`config.mk`:
```
export PLATFORM = sky130hd
export DESIGN_NAME = vliw_issue_ctrl
export DESIGN_NICKNAME = d
export VERILOG_FILES = /design/src/rtl/vliw_issue_pkg.sv /design/src/rtl/vliw_pair_check.sv /design/src/rtl/vliw_issue_fsm.sv /design/src/rtl/vliw_slot_gate.sv /design/src/rtl/vliw_issue_ctrl.sv
export SDC_FILE = /design/constraint.sdc
export NUM_CORES = 1
export LEC_CHECK = 0
export CORE_MARGIN = 3
export CORE_UTILIZATION = 31
export DETAILED_ROUTE_END_ITERATION = 8
export HOLD_SLACK_MARGIN = 0.03
export PLACE_DENSITY = 0.84
export SETUP_SLACK_MARGIN = 0.15
export SYNTH_ARGS = -nofsm -noshare
export SYNTH_HDL_FRONTEND = slang
export SYNTH_SLANG_ARGS = --single-unit
```
`constraint.sdc`:
```
create_clock -name clk_i -period 5 [get_ports clk_i]
set_clock_uncertainty 0.15 [all_clocks]
set_input_delay 0.75 -clock clk_i [delete_from_list [all_inputs] [get_ports clk_i]]
set_output_delay 0.75 -clock clk_i [all_outputs]
set_load 0.05 [all_outputs]
```
`src/rtl/vliw_issue_pkg.sv`:
```
package vliw_issue_pkg;

    localparam int unsigned NSLOT = 5;

    typedef enum logic [1:0] {
        CLS_INT = 2'd0,
        CLS_FP  = 2'd1,
        CLS_MEM = 2'd2
    } unit_cls_e;

    typedef enum logic {
        ST_WHOLE = 1'b0,
        ST_TAIL  = 1'b1
    } iss_state_e;

    // Fixed slot mix: one integer/branch, two floating-point, two memory.
    function automatic unit_cls_e slot_cls(input int unsigned idx);
        if (idx == 0)     return CLS_INT;
        else if (idx < 3) return CLS_FP;
        else              return CLS_MEM;
    endfunction

endpackage

```
`src/rtl/vliw_pair_check.sv`:
```
module vliw_pair_check
    import vliw_issue_pkg::*;
#(
    parameter  int unsigned OPC_W = 8,
    parameter  int unsigned REG_W = 5,
    localparam int unsigned OP_W  = OPC_W + 3 * REG_W
) (
    input  logic                  clk_i,
    input  logic                  rst_ni,
    input  logic [NSLOT-1:0]      slot_valid_i,
    input  logic [NSLOT*OP_W-1:0] slot_op_i,
    output logic [NSLOT-1:0]      head_mask_o,
    output logic [NSLOT-1:0]      tail_mask_o,
    output logic                  hazard_o
);

    logic [REG_W-1:0] dst_a  [NSLOT];
    logic [REG_W-1:0] srca_a [NSLOT];
    logic [REG_W-1:0] srcb_a [NSLOT];

    for (genvar k = 0; k < NSLOT; k++) begin : g_fields
        assign srcb_a[k] = slot_op_i[k*OP_W +: REG_W];
        assign srca_a[k] = slot_op_i[k*OP_W + REG_W +: REG_W];
        assign dst_a[k]  = slot_op_i[k*OP_W + 2*REG_W +: REG_W];
    end

    logic             found;
    int unsigned      head_idx;
    logic [REG_W-1:0] head_dst;

    always_comb begin
        head_mask_o = '0;
        found       = 1'b0;
        head_idx    = 0;
        head_dst    = '0;
        for (int i = 0; i < NSLOT; i++) begin
            if (slot_valid_i[i] && !found) begin
                found          = 1'b1;
                head_mask_o[i] = 1'b1;
                head_idx       = i;
                head_dst       = dst_a[i];
            end
        end
        hazard_o = 1'b0;
        for (int j = 0; j < NSLOT; j++) begin
            if (slot_valid_i[j] && !head_mask_o[j]) begin
                if (slot_cls(j) == slot_cls(head_idx)) begin
                    hazard_o = 1'b1;
                end
                if ((head_dst != '0) &&
                    ((srca_a[j] == head_dst) || (srcb_a[j] == head_dst))) begin
                    hazard_o = 1'b1;
                end
            end
        end
        tail_mask_o = slot_valid_i & ~head_mask_o;
    end


    hazard_needs_pair_chk: assert property (@(posedge clk_i) disable iff (!rst_ni)
        hazard_o |-> ($countones(slot_valid_i) >= 2));

endmodule

```
`src/rtl/vliw_issue_fsm.sv`:
```
module vliw_issue_fsm
    import vliw_issue_pkg::*;
(
    input  logic             clk_i,
    input  logic             rst_ni,
    input  logic             bundle_valid_i,
    input  logic             stall_any_i,
    input  logic             compat_i,
    input  logic             hazard_i,
    input  logic [NSLOT-1:0] valid_mask_i,
    input  logic [NSLOT-1:0] head_mask_i,
    input  logic [NSLOT-1:0] tail_mask_i,
    output logic [NSLOT-1:0] issue_mask_o,
    output logic             accept_o
);

    iss_state_e state_q, state_d;
    logic       go;

    assign go = bundle_valid_i && !stall_any_i;

    always_ff @(posedge clk_i) begin
        if (!rst_ni) state_q <= ST_WHOLE;
        else         state_q <= state_d;
    end

    always_comb begin
        state_d = state_q;
        unique case (state_q)
            ST_WHOLE: if (go && compat_i && hazard_i) state_d = ST_TAIL;
            ST_TAIL:  if (go) state_d = ST_WHOLE;
            default:  state_d = ST_WHOLE;
        endcase
    end

    always_comb begin
        issue_mask_o = '0;
        accept_o     = 1'b0;
        if (rst_ni && go) begin
            unique case (state_q)
                ST_WHOLE: begin
                    if (compat_i && hazard_i) begin
                        issue_mask_o = head_mask_i;
                    end else begin
                        issue_mask_o = valid_mask_i;
                        accept_o     = 1'b1;
                    end
                end
                ST_TAIL: begin
                    issue_mask_o = tail_mask_i;
                    accept_o     = 1'b1;
                end
                default: ;
            endcase
        end
    end


    tail_entry_chk: assert property (@(posedge clk_i) disable iff (!rst_ni)
        (state_q == ST_WHOLE && issue_mask_o != '0 && !accept_o) |=> (state_q == ST_TAIL));


    split_single_chk: assert property (@(posedge clk_i) disable iff (!rst_ni)
        (issue_mask_o != '0 && !accept_o) |-> ($countones(issue_mask_o) == 1));


    accept_has_bundle_chk: assert property (@(posedge clk_i) disable iff (!rst_ni)
        accept_o |-> bundle_valid_i);

endmodule

```
`src/rtl/vliw_slot_gate.sv`:
```
module vliw_slot_gate #(
    parameter int unsigned OP_W = 23
) (
    input  logic            issue_en_i,
    input  logic [OP_W-1:0] op_i,
    output logic            issue_o,
    output logic [OP_W-1:0] op_o
);

    always_comb begin
        issue_o = issue_en_i;
        op_o    = issue_en_i ? op_i : '0;
    end

endmodule

```
`src/rtl/vliw_issue_ctrl.sv`:
```
module vliw_issue_ctrl
    import vliw_issue_pkg::*;
#(
    parameter  int unsigned OPC_W = 8,
    parameter  int unsigned REG_W = 5,
    localparam int unsigned OP_W  = OPC_W + 3 * REG_W
) (
    input  logic                  clk_i,
    input  logic                  rst_ni,
    input  logic                  compat_mode_i,
    input  logic                  bundle_valid_i,
    input  logic [NSLOT-1:0]      slot_valid_i,
    input  logic [NSLOT*OP_W-1:0] slot_op_i,
    input  logic [NSLOT-1:0]      unit_stall_i,
    output logic [NSLOT-1:0]      issue_o,
    output logic [NSLOT*OP_W-1:0] issue_op_o,
    output logic                  accept_o
);

    logic [NSLOT-1:0] head_mask, tail_mask, issue_mask;
    logic             hazard;

    vliw_pair_check #(
        .OPC_W (OPC_W),
        .REG_W (REG_W)
    ) pair_i (
        .clk_i        (clk_i),
        .rst_ni       (rst_ni),
        .slot_valid_i (slot_valid_i),
        .slot_op_i    (slot_op_i),
        .head_mask_o  (head_mask),
        .tail_mask_o  (tail_mask),
        .hazard_o     (hazard)
    );

    vliw_issue_fsm fsm_i (
        .clk_i          (clk_i),
        .rst_ni         (rst_ni),
        .bundle_valid_i (bundle_valid_i),
        .stall_any_i    (|unit_stall_i),
        .compat_i       (compat_mode_i),
        .hazard_i       (hazard),
        .valid_mask_i   (slot_valid_i),
        .head_mask_i    (head_mask),
        .tail_mask_i    (tail_mask),
        .issue_mask_o   (issue_mask),
        .accept_o       (accept_o)
    );

    for (genvar k = 0; k < NSLOT; k++) begin : g_slot
        vliw_slot_gate #(.OP_W(OP_W)) gate_i (
            .issue_en_i (issue_mask[k]),
            .op_i       (slot_op_i[k*OP_W +: OP_W]),
            .issue_o    (issue_o[k]),
            .op_o       (issue_op_o[k*OP_W +: OP_W])
        );
    end


    stall_hold_chk: assert property (@(posedge clk_i) disable iff (!rst_ni)
        (|unit_stall_i) |-> (issue_o == '0 && !accept_o));


    empty_quiet_chk: assert property (@(posedge clk_i) disable iff (!rst_ni)
        (issue_o & ~slot_valid_i) == '0);


    native_whole_chk: assert property (@(posedge clk_i) disable iff (!rst_ni)
        (!compat_mode_i && (issue_o != '0)) |-> (issue_o == slot_valid_i));

endmodule

```
-- Yosys cells after proc, flatten, opt, wreduce, memory -nomap -nowiden
Index checks and enable logic that the tools add are counted.
- output and inout bits: 121
- word-level logic and storage cells: 114
- register bits after elaboration: 1
- input port bits: 129
- bitwise logic cells: 3
- equality and inequality tests: 15
- reductions and logical operators: 36
- magnitude comparators: 1
- mux-type cells: 58
- operators by type and width (kind ; number):
    23-bit two-way mux ; 5
    5-bit == test ; 10
    5-bit two-way mux ; 7
    32-bit logical NOT ; 1
    1-bit two-way mux ; 28
    2-bit two-way mux ; 14
    1-bit logical AND ; 19
    2-bit == test ; 5
    5-bit case mux with 2 select lines ; 1
    1-bit logical NOT ; 9
    5-bit AND ; 1
    1-bit logical OR ; 5
    5-bit inverter ; 1
    5-bit nonzero test ; 1
    5-bit OR reduction ; 1
    1-bit case mux with 2 select lines ; 2
    3-bit by 2-bit < comparator with 1-bit output (second input constant) ; 1
    3-bit two-way mux ; 1
    1-bit inverter ; 1

-- Logic depth before layout (Yosys ltp)
- word-level depth: 38
- mapped depth: 13
- mapped depth without buffers: 9

-- Cells and area by module
Synthesis repeated with hierarchy kept, for this count alone.
- cell total of the unflattened synthesis: 281
- area, all modules: 2105.8 um2
- modules (own cells, without submodules) (module ; cells each ; area each (um2) ; sequential area each (um2) ; times used):
    vliw_slot_gate ; 26 ; 195.2 ; 0.0 ; 5
    vliw_pair_check ; 117 ; 879.6 ; 0.0 ; 1
    vliw_issue_fsm ; 31 ; 237.7 ; 20.0 ; 1
    vliw_issue_ctrl ; 3 ; 12.5 ; 0.0 ; 1

-- Worst setup path after synthesis
No wires, ideal clock.
- path type: input to output
- start point: in slot_valid_i[2]
- end point: out issue_op_o[100]
- slack: -0.444 ns
- cell stages on the path: 11
- buffers on the path: 2
- data required time: 4.100 ns
- data arrival time: 4.544 ns
- cells stage by stage: buf_6 -> or3_4 -> buf_6 -> or2_4 -> a211oi_2 -> nor4_1 -> and4_1 -> o2111a_1 -> a211oi_4 -> a21oi_2 -> nor4b_1
- longest elaborated chain between the ends: 33
- elaborated cells between the ends (all ways): 79
- those cells by class: order compare: 1; eq/ne: 15; mux: 37; bitwise: 2; reduce/logical: 24
- ends and longest elaborated chain (element ; line ; text):
    from (decl) ; vliw_issue_ctrl.sv:12 ; input logic [NSLOT-1:0] slot_valid_i,
    1-bit logical AND ; vliw_pair_check.sv:37 ; if (slot_valid_i[i] && !found) begin
    1-bit two-way mux ; vliw_pair_check.sv:37 ;
    1-bit logical NOT ; vliw_pair_check.sv:37 ;
    1-bit logical AND ; vliw_pair_check.sv:37 ;
    1-bit two-way mux ; vliw_pair_check.sv:37 ;
    1-bit logical NOT ; vliw_pair_check.sv:37 ;
    1-bit logical AND ; vliw_pair_check.sv:37 ;
    3-bit two-way mux ; vliw_pair_check.sv:37 ;
    [17 not listed] ; n/a ;
    1-bit two-way mux ; vliw_pair_check.sv:47 ; if (slot_cls(j) == slot_cls(head_idx)) begin
    1-bit two-way mux ; vliw_pair_check.sv:50 ; if ((head_dst != '0) &&
    1-bit two-way mux ; vliw_pair_check.sv:46 ; if (slot_valid_i[j] && !head_mask_o[j]) begin
    1-bit logical AND ; vliw_issue_fsm.sv:42 ; if (compat_i && hazard_i) begin
    5-bit two-way mux ; vliw_issue_fsm.sv:42 ;
    5-bit case mux with 2 select lines (*) ; vliw_issue_fsm.sv:40 ; unique case (state_q)
    5-bit two-way mux (*) ; vliw_issue_fsm.sv:39 ; if (rst_ni && go) begin
    23-bit two-way mux (*) ; vliw_slot_gate.sv:12 ; op_o = issue_en_i ? op_i : '0;
    to (decl) ; vliw_issue_ctrl.sv:16 ; output logic [NSLOT*OP_W-1:0] issue_op_o,
Every way passes the cells marked *; elsewhere a longest branch is shown, timed or not. The select of a mux whose other input is x is not followed.

-- Worst setup path after layout
- start point: in slot_valid_i[2]
- end point: out issue_op_o[57]
Same word-level chain as after synthesis.

==> qor.txt <==
status - finished, final reports clean
count of inserted antenna diode cells - 0
post-synthesis compound-gate area fraction - 0.258
crit-path cells - dlygate4sd2_1 > buf_6 > buf_4 > nand4bb_4 > o21ai_4 > buf_4 > nor3_1 > a2111o_1 > nor4_4 > o2111a_1 > a211oi_4 > buf_6 > buf_6 > a211oi_4 > buf_6 > buf_8 > nor3b_2 > buf_6
RSZ-0062 raised after global routing - no
largest vdd supply drop - 0.0592 mV
Max FO, Critical Path - 7
top flip-flop cell by instance count after synthesis - sky130_fd_sc_hd__dfxtp_1
x dimension of the die - 96.2 microns
later-pin clock latency in the skew report - 0 ns
detailed-placement wirelength estimate - 13300 microns
Yosys top cell by area - sky130_fd_sc_hd__nor3_1
flops & latches, synth - 1
Layout area overhead - 166%
Finish-stage setup viols - 0
DIE HEIGHT - 96.2 microns
Worst slew margin - 0.551
slew at the pin closest to its max-slew limit - 0.672 ns
Avg Cell Area, Syn - 6.53 sq um
Fin Setup TNS - 0 ns
ratio of total power to cell area - 64.5 mW/mm^2
number of global-route vias before repair - 4472
Initial Util - 0.323
pins over their slew limit - 0
Static Leakage - 2.73 nW
setup ws final - 0.194 ns
arrival time at the worst endpoint - 3.91 ns
fraction of layout instances using a drive strength above 1 - 0.469
number of port buffers - 249
Syn Std Cell Area - 0.00252 sq mm
number of iterations in the first detailed-routing pass - 5
startpoint of the lowest-slack register-to-register path - fsm_i.state_q
top area cells in the synthesized netlist - sky130_fd_sc_hd__nor3_1 7.1%, sky130_fd_sc_hd__and3_1 6.9%, sky130_fd_sc_hd__nor3b_1 6.8%, sky130_fd_sc_hd__and2_1 5.7%, sky130_fd_sc_hd__nand3_1 3.8%
Filler cells - 427
startpoint of the most critical setup path - slot_valid_i[2]
combinational family with the most area after synthesis - simple AND/OR/NAND/NOR gates
Final GP Congestion - 1.03
Global Route Usage Sum - 0.338
count of cell types in the netlist - 65
Detailed Route WL - 17600 microns
cell with the largest stage delay on the worst path - sky130_fd_sc_hd__a2111o_1
leading registers by flop count - fsm_i.state_q (1)
boundary pin count - 250
count of vias placed by the detailed router - 4661
Syn Nets - 515
first-pass GRT wire length - 24400 microns
share of async-settable or async-resettable flops after synthesis - 0
number of enable flip-flop cells after synthesis - 0
Biggest register - fsm_i.state_q
Final period util - 0.961
Post-Synthesis Cells - 386
pin count of the biggest net entering global routing - 29
Post-CTS Hold Fix Bufs - 0
total die area - 0.00925 sq mm
core area - 0.00781 sq mm
Routed WL per cell - 22.6 microns
number of hold violations in the final report - 0
CTS clock-pin slew for the worst setup and hold paths - 0 ns
maximum clock frequency - 0.208 GHz
min-delay worst type - reg2reg
startpoint type of the worst setup path - input port
data required time of the worst path - 4.10 ns
number of vias per cell after detailed routing - 5.98
remaining number of nets flagged by the antenna check after routing - 0
fraction of synthesized cell area in xor and xnor cells - 0.0243
post-synthesis adder-cell area fraction - 0
category of the critical setup timing path - in2out
Sw Pwr - 0.000198 W
portion of netlist area occupied by mux cells - 0.0278
Hold Startpoint - fsm_i.state_q
Switching Share - 0.458
Detailed Route Iter0 Violations - 457
sum of overflow across all layers after global routing - 0
count of nets after finishing - 809
proportion of synthesized chip area in sequential cells - 0.00794
max FFs per register - 1
Cell Rows - 32
worst slack at placement - -0.176 ns
Logic pwr share - 0.981
max-capacitance violation count - 0
post-route DRC violation count - 0
number of buffer and inverter instances along the worst setup path - 9
Worst path most repeated cell - sky130_fd_sc_hd__buf_6
total number of yosys warnings - 0
part of the power in registers - 0.019
total internal power - 0.000235 W
area fraction in and, or, nand and nor cells after synthesis - 0.566
time the worst path needs with I/O delays and setup - 4.81 ns
type of element capturing the critical path - primary output
Multi-input gate area - 0.00280 sq mm
proportion of power drawn by the clock network - 0
register cell area after layout - 20.0 sq um
antenna violations before repair - 0
kind of cell adding the most delay to the critical path - buffers and inverters
portion of synthesized cell area occupied by the leading cell type - 0.0715
peak per-stage delay on the critical path - 0.38 ns
[per-layer routing]
layer,up-vias,GRT usage,part of all wire
met1,2209,0.399,0.35
met4,0,0.0782,0.043
met3,76,0.0461,0.091
met5,-,0,0
li1,2048,-,-
met2,328,0.635,0.51
[through the flow]
stage | instance area [sq um] | util | hold WS [ns] | total power [W] | std cells
after floorplan | 2780 | - | 0.478 | 0.000156 | 386
after global placement | 5980 | 0.766 | 0.502 | 0.000345 | 752
after detailed placement | 5980 | 0.766 | 0.526 | 0.000350 | 752
after CTS | 6370 | 0.816 | 0.527 | 0.000393 | 770
after global routing | 6710 | 0.860 | 0.549 | 0.000450 | 780
final | 6710 | 0.860 | 0.539 | 0.000433 | 780
[synth_stat cells (4+ instances only)]
library cell,instances
sky130_fd_sc_hd__a21oi_1,14
sky130_fd_sc_hd__buf_2,11
sky130_fd_sc_hd__clkbuf_1,18
sky130_fd_sc_hd__nor3_1,36
sky130_fd_sc_hd__nand4_1,7
sky130_fd_sc_hd__nor4_1,15
sky130_fd_sc_hd__nor4b_2,6
sky130_fd_sc_hd__a21o_1,5
sky130_fd_sc_hd__nand2_1,21
sky130_fd_sc_hd__nand3b_1,4
sky130_fd_sc_hd__nor4b_1,9
sky130_fd_sc_hd__inv_1,18
sky130_fd_sc_hd__nand3_1,19
sky130_fd_sc_hd__buf_4,9
sky130_fd_sc_hd__and2_1,23
sky130_fd_sc_hd__xor2_1,5
sky130_fd_sc_hd__nor3b_1,23
sky130_fd_sc_hd__nor2_1,19
sky130_fd_sc_hd__o21ai_0,7
sky130_fd_sc_hd__a211oi_1,4
sky130_fd_sc_hd__o22ai_1,6
sky130_fd_sc_hd__mux2i_1,7
sky130_fd_sc_hd__and3_1,28
[worst paths after layout]
check | slack, ns | cells past startpoint | endpoint
worst max-delay path | 0.19 | 18 | issue_op_o[57]
worst min register to register | 0.54 | 2 | fsm_i.state_q
worst max register to register | 3.71 | 3 | fsm_i.state_q
worst min-delay path | 0.54 | 2 | fsm_i.state_q
[cells in the final DEF, fill, tap and decap left out, types with 4 or more instances in the layout]
master / count
sky130_fd_sc_hd__clkdlybuf4s50_1: 123
sky130_fd_sc_hd__buf_4: 110
sky130_fd_sc_hd__buf_12: 53
sky130_fd_sc_hd__buf_6: 38
sky130_fd_sc_hd__and3_1: 26
sky130_fd_sc_hd__and2_1: 23
sky130_fd_sc_hd__nor3_2: 23
sky130_fd_sc_hd__nor3b_2: 21
sky130_fd_sc_hd__nand2_1: 20
sky130_fd_sc_hd__nand3_1: 19
sky130_fd_sc_hd__inv_1: 18
sky130_fd_sc_hd__nor2_1: 16
sky130_fd_sc_hd__nor3_1: 13
sky130_fd_sc_hd__a21oi_1: 12
sky130_fd_sc_hd__nand4_1: 7
sky130_fd_sc_hd__nor4_1: 7
sky130_fd_sc_hd__o21ai_0: 7
sky130_fd_sc_hd__nor4b_2: 7
sky130_fd_sc_hd__mux2i_1: 6
sky130_fd_sc_hd__nor4_2: 6
sky130_fd_sc_hd__o22ai_2: 5
sky130_fd_sc_hd__xor2_1: 5
sky130_fd_sc_hd__nand3b_1: 4
sky130_fd_sc_hd__a21o_1: 4
sky130_fd_sc_hd__nor4b_4: 4
sky130_fd_sc_hd__nor4b_1: 4
sky130_fd_sc_hd__dlygate4sd2_1: 4
[power groups by stage]
stage	logic [W]	registers, W	clock network (W)
after floorplan	0.000148	0.00000817	0
after global placement	0.000337	0.00000824	0
after detailed placement	0.000342	0.00000824	0
after CTS	0.000385	0.00000824	0
after global routing	0.000442	0.00000825	0
final	0.000425	0.00000825	0
[worst register-to-register path: cells and delay by family (launching register included)]
kind | cells | cell delay, ns
simple gates | 1 | 0.18
compound gates | 2 | 0.24
flops | 1 | 0.56
[what timing repair did]
action	CTS	global route
cloned	4	0
setup buffers	14	10
resized for setup	55	53
pin swaps	16	13
endpoints found under the setup margin	97	97
[cell families (layout without fill, tap and decap cells)]
family | after synthesis | count (layout)
AOI/OAI and AO/OA | 79 | 79
buffers and inverters | 61 | 353
muxes | 7 | 7
and+or+nand+nor | 231 | 231
xor gates and xnor gates | 7 | 7
DFF | 1 | 1
[final cells by class]
class | count | share of cell area
multi-input combinational | 324 | 0.416
inverter | 19 | 0.0106
timing repair buffer | 334 | 0.551
tap | 102 | 0.0190
sequential | 1 | 0.00298
(Power assumes the default switching activity.)
